<file path="src/rtl/shirq_pkg.sv">
package shirq_pkg;
    localparam int PINS = 4;

    // rotate a pin index by a slot number, modulo the pin count
    function automatic logic [1:0] rotate(input logic [1:0] pin, input logic [1:0] slot);
        return pin + slot;
    endfunction
endpackage

</file>
<file path="src/rtl/shirq_route.sv">
module shirq_route
    import shirq_pkg::*;
#(
    parameter int N_ROOT = 3,
    parameter int N_SUB  = 2,
    parameter int SLOT_W = 5,
    localparam int NSRC  = PINS * (N_ROOT + N_SUB)
) (
    input  logic [SLOT_W*N_ROOT-1:0] root_slot,
    input  logic [SLOT_W*N_SUB-1:0]  sub_slot,
    input  logic [SLOT_W-1:0]        bridge_slot,
    output logic [2*NSRC-1:0]        dest
);
    for (genvar d = 0; d < N_ROOT; d++) begin : g_root
        for (genvar p = 0; p < PINS; p++) begin : g_pin
            assign dest[2*(d*PINS+p) +: 2] = rotate(2'(p), root_slot[d*SLOT_W +: 2]);
        end
    end

    for (genvar d = 0; d < N_SUB; d++) begin : g_sub
        for (genvar p = 0; p < PINS; p++) begin : g_pin
            logic [1:0] bridge_pin;
            assign bridge_pin = rotate(2'(p), sub_slot[d*SLOT_W +: 2]);
            assign dest[2*((N_ROOT+d)*PINS+p) +: 2] = rotate(bridge_pin, bridge_slot[1:0]);
        end
    end
endmodule

</file>
<file path="src/rtl/shirq_tally.sv">
module shirq_tally #(
    parameter int NSRC = 20,
    parameter int NOUT = 4,
    parameter int CW   = 5
) (
    input  logic [NSRC-1:0]    rise,
    input  logic [NSRC-1:0]    fall,
    input  logic [2*NSRC-1:0]  dest,
    input  logic [NOUT*CW-1:0] cnt_in,
    output logic [NOUT*CW-1:0] cnt_out
);
    always_comb begin
        for (int o = 0; o < NOUT; o++) begin
            logic [CW-1:0] acc;
            acc = cnt_in[o*CW +: CW];
            for (int i = 0; i < NSRC; i++) begin
                if (dest[2*i +: 2] == 2'(o)) begin
                    if (rise[i]) acc = acc + CW'(1);
                    if (fall[i]) acc = acc - CW'(1);
                end
            end
            cnt_out[o*CW +: CW] = acc;
        end
    end
endmodule

</file>
<file path="src/rtl/shirq_agg.sv">
module shirq_agg
    import shirq_pkg::*;
#(
    parameter int N_ROOT = 3,
    parameter int N_SUB  = 2,
    parameter int SLOT_W = 5,
    localparam int NSRC  = PINS * (N_ROOT + N_SUB),
    localparam int NOUT  = PINS,
    localparam int CW    = $clog2(NSRC + 1)
) (
    input  logic                     clk,
    input  logic                     rst_n,
    input  logic [PINS*N_ROOT-1:0]   root_pins,
    input  logic [SLOT_W*N_ROOT-1:0] root_slot,
    input  logic [PINS*N_SUB-1:0]    sub_pins,
    input  logic [SLOT_W*N_SUB-1:0]  sub_slot,
    input  logic [SLOT_W-1:0]        bridge_slot,
    input  logic                     load_en,
    input  logic [7:0]               load_nout,
    input  logic [NOUT*CW-1:0]       load_counts,
    output logic [NOUT-1:0]          irq_out,
    output logic [NOUT*CW-1:0]       irq_count,
    output logic                     load_reject
);
    typedef struct packed {
        logic [NSRC-1:0]    st;
        logic [NOUT*CW-1:0] cnt;
        logic               rej;
    } regs_t;

    regs_t r_d, r_q;

    logic [NSRC-1:0]    pins_all;
    logic [NSRC-1:0]    rise, fall;
    logic [2*NSRC-1:0]  dest;
    logic [NOUT*CW-1:0] tally_cnt;
    logic               load_ok;

    assign pins_all = {sub_pins, root_pins};
    assign rise     = pins_all & ~r_q.st;
    assign fall     = ~pins_all & r_q.st;

    shirq_route #(.N_ROOT(N_ROOT), .N_SUB(N_SUB), .SLOT_W(SLOT_W)) u_route (
        .root_slot   (root_slot),
        .sub_slot    (sub_slot),
        .bridge_slot (bridge_slot),
        .dest        (dest)
    );

    shirq_tally #(.NSRC(NSRC), .NOUT(NOUT), .CW(CW)) u_tally (
        .rise    (rise),
        .fall    (fall),
        .dest    (dest),
        .cnt_in  (r_q.cnt),
        .cnt_out (tally_cnt)
    );

    always_comb begin
        load_ok = (load_nout == 8'(NOUT));
        for (int o = 0; o < NOUT; o++) begin
            if (load_counts[o*CW +: CW] > CW'(NSRC)) load_ok = 1'b0;
        end
    end

    always_comb begin
        r_d     = r_q;
        r_d.st  = pins_all;
        r_d.rej = load_en && !load_ok;
        r_d.cnt = (load_en && load_ok) ? load_counts : tally_cnt;
    end

    always_ff @(posedge clk or negedge rst_n) begin
        if (!rst_n) r_q <= '0;
        else        r_q <= r_d;
    end

    for (genvar o = 0; o < NOUT; o++) begin : g_out
        assign irq_out[o] = |r_q.cnt[o*CW +: CW];
    end
    assign irq_count   = r_q.cnt;
    assign load_reject = r_q.rej;
endmodule

</file>
<file path="config.mk">
export PLATFORM = sky130hd
export DESIGN_NAME = shirq_agg
export DESIGN_NICKNAME = d
export VERILOG_FILES = /design/src/rtl/shirq_pkg.sv /design/src/rtl/shirq_route.sv /design/src/rtl/shirq_tally.sv /design/src/rtl/shirq_agg.sv
export SDC_FILE = /design/constraint.sdc
export NUM_CORES = 1
export LEC_CHECK = 0
export BUFFER_PORTS_ARGS = -buffer_cell sky130_fd_sc_hd__buf_2
export CORE_AREA = 5 5 199 201
export CTS_BUF_LIST = sky130_fd_sc_hd__clkbuf_8
export DETAILED_ROUTE_END_ITERATION = 12
export DIE_AREA = 0 0 204 206
export PLACE_DENSITY = 0.89
export RECOVER_POWER = 100
export SKIP_CTS_REPAIR_TIMING = 1
export SYNTH_ARGS = -nofsm -noshare
export SYNTH_HDL_FRONTEND = slang
export SYNTH_SLANG_ARGS = --single-unit
</file>
<file path="constraint.sdc">
create_clock -name clk -period 32.2 [get_ports clk]
set_clock_uncertainty 0.2 [all_clocks]
set_input_delay 4.83 -clock clk [delete_from_list [all_inputs] [get_ports clk]]
set_output_delay 4.83 -clock clk [all_outputs]
set_load 0.05 [all_outputs]
</file>
==> key figures <==
Logic synthesis
  • Most common flop cell mapped by yosys: dfrtp_1
  • Average footprint of a synthesized cell: 6.77 um^2
  • Leading cell types by count after synthesis: nor2_1, nand2_1, xnor2_1, o21ai_0, a21oi_1
  • Fraction of synthesis flops using an asynchronous set or reset pin: 1.00
  • Number of instances in the synthesized netlist: 3273
  • Netlist Area Pre-Place: 22200 um^2
  • Cell accounting for the most synthesized area: xnor2_1
  • Count of distinct cell types in the synthesized netlist: 118
  • Yosys warns: 0
  • Post-synth net total: 3514
  • Sequential area share after synthesis: 0.0463
  • Largest cells by area after synthesis: xnor2_1, ha_1, nor2_1
  • EDFF count, synth: 0
  • Area fraction of the dominant cell type after synthesis: 0.114
  • #FFs+latches synth: 41
  • Most numerous cell in the Yosys netlist: nor2_1

Drt
  • Number of DRC markers in iteration 0: 2930
  • Routed length on met3: 6.60 mm
  • Overall via count from detail_route: 25.1k
  • Detailed-route wire length on metal 1: 27.8 mm
  • Met2 wirelength from detailed routing: 31.0 mm
  • Residual antenna-violating net count after detailed routing: 0
  • Final WL: 68.1 mm
  • DRC errors left: 0
  • Highest routed metal layer: met4
  • Avg WL per Cell: 18.4 um
  • Number of iterations in the first detailed-routing pass: 6
  • Ratio of routed vias to standard cells: 6.78

CTS
  • Source-to-sink clock delay at the later pin of the worst-skew pair: 0.36 ns
  • Clock root buffer: clkbuf_8
  • # H-tree levels: 2
  • Max clock buf depth: 2
  • Clk slew on worst S/H paths: 0.11 ns
  • Clock Sink Count: 41
  • Total CTS buffers: 5
  • Clock tree from TritonCTS: built

Status
  • Violations in the final reports: capacitance limit, slew limit
  • Status: finished, violations left

Layout
  • Storage element area: 1030 um^2
  • Layout-stage area growth over the synthesis result: 2.11%
  • Area occupied by multi-input gates: 19700 um^2
  • Count of filler cells inserted in the layout: 3432
  • Final core area utilization: 0.605
  • Number of nets in the finished design: 3433
  • Diode count: 0
  • Fraction of layout cells with a size suffix above 1: 0.0770

Die
  • Area of the core region: 37400 um^2
  • Initial core utilization: 0.593
  • Overall die width: 204 um
  • Height of the die: 206 um
  • Area of the die: 42000 um^2
  • Floorplan row count: 71
  • IO Count: 106

Worst setup path
  • Worst setup path category: in -> reg
  • Buffers & Inverters on Critical Path: 3
  • Largest driver fanout on the critical path: 36
  • Kind of capture point of the worst setup path: flip-flop
  • Data arrival, critical path: 29.79 ns
  • Critical path's slowest cell: clkbuf_1
  • Type of element launching the critical path: input pin
  • Longest individual stage delay on the worst path: 1.23 ns
  • Family with the most delay on the worst path: compound AO/OA/AOI/OAI gates
  • Worst path required time: 32.24 ns
  • Most frequent cell on the critical path: ha_1

Place
  • Pre-CTS setup slack: 3.74 ns
  • Detail Placement HPWL: 52.0 mm
  • Port Buffers: 87
  • Gp weighted congestion: 0.983

Global route
  • Global-route usage over all layers: 0.306
  • Total gr overflow: 0
  • Largest net degree at the start of global routing: 42
  • Wire length of the first global-routing pass: 110 mm
  • Via count of the first global-routing pass: 22.5k
  • Number of antenna violations at the first check in global routing: 0

Pwr
  • Power density over the cells: 120 nW/um^2
  • Peak supply drop: 0.0915 mV
  • Leakage power figure: 0.00818 uW
  • Overall power after layout: 2720 uW

STA
  • Final worst-path setup slack: 2.45 ns
  • Unrepaired setup endpoints after global routing: no
  • Final number of hold-violating endpoints: 0
  • Slew at the pin closest to its max-slew limit: 2.88 ns
  • Worst slew margin relative to its limit: -0.920
  • Post-Route Hold Slack: 0.681 ns
  • Total count of max-transition violations in the final report: 79
  • Maximum clock frequency: 33.6 MHz
  • Sum of negative setup slack: 0 ns
  • Post-layout min period: 29.75 ns
  • Fraction of the cycle the final worst path needs: 0.924
  • Final Setup Violations: 0

Run
  • Number of max-cap violations: 2

Worst hold path
  • Hold Crit Class: reg -> reg
[cells by family after synthesis]
logic type,after synthesis,share of synthesized area
AO/OA/AOI/OAI,886,0.268
XOR/XNOR,434,0.201
adder cells (fa/ha/maj),160,0.0903
buffers and inverters,337,0.0620
flip-flops,41,0.0463
multiplexers,64,0.0314
AND/OR/NAND/NOR,1351,0.301
[layout by cell type, fill, tap and decap left out, types with 40 or more instances in the layout]
master,count
a21oi_1,177
a22oi_1,63
a31oi_1,91
buf_2,40
buf_4,42
clkbuf_1,48
dfrtp_1,41
ha_1,160
inv_1,100
mux2i_1,48
nand2_1,302
nand3_1,141
nand4_1,72
nor2_1,402
nor3_1,111
o21ai_0,193
o31ai_1,45
xnor2_1,290
xor2_1,95
[tightest hold or removal path: cells and delay by family, from the launching register on]
kind / cells / cell delay [ns]
AO/OA/AOI/OAI: 2 / 0.28
flip-flops: 1 / 0.52
AND/OR/NAND/NOR: 1 / 0.06
[layer usage]
layer / track usage / vias up
met5: 0 / -
met2: 0.510 / 1490
met3: 0.0348 / 258
li1: - / 11808
met1: 0.405 / 11574
met4: 0.125 / 0
[sequential cells by signal, indices dropped and copies added, names as in the netlist]
signal       cells
irq_count       20
r_q             20
load_reject      1
[power by group]
group,internal [uW],switching (uW),total [uW]
clock,16.6,30.7,47.3
combinational,986,1570,2560
sequential,69.0,41.6,111
total,1070,1650,2720
[path summary, 6_finish.rpt]
| kind | end | depth (start not counted) | startpoint | slack [ns] |
|---|---|---|---|---|
| worst max-delay path | irq_count[4]$_DFF_PN0_ | 111 | root_slot[0] | 2.45 |
| worst min-delay path | irq_count[6]$_DFF_PN0_ | 3 | r_q[40]$_DFF_PN0_ | 0.68 |
| worst max register to register | irq_count[19]$_DFF_PN0_ | 111 | irq_count[15]$_DFF_PN0_ | 7.22 |
| worst min register to register | irq_count[6]$_DFF_PN0_ | 3 | r_q[40]$_DFF_PN0_ | 0.68 |
| max in group asynchronous | r_q[28]$_DFF_PN0_ | 2 | rst_n | 24.87 |
| min in group asynchronous | irq_count[15]$_DFF_PN0_ | 2 | rst_n | 5.28 |
[metrics by stage]
stage | std cells | instance area (um^2)
after floorplan | 3273 | 22200
after global placement | 3696 | 22600
after detailed placement | 3696 | 22600
after CTS | 3704 | 22700
after global routing | 3704 | 22600
final | 3704 | 22600
[final cells by class]
cell class	instances	area share
Tap cell	511	0.0283
Timing Repair Buffer	130	0.0307
Sequential cell	41	0.0453
Clock buffer	5	0.00304
Inverter	119	0.0197
Multi-Input combinational cell	2895	0.872
Clock inverter	3	0.00127
No activity file was read; power rests on OpenSTA's default activity.
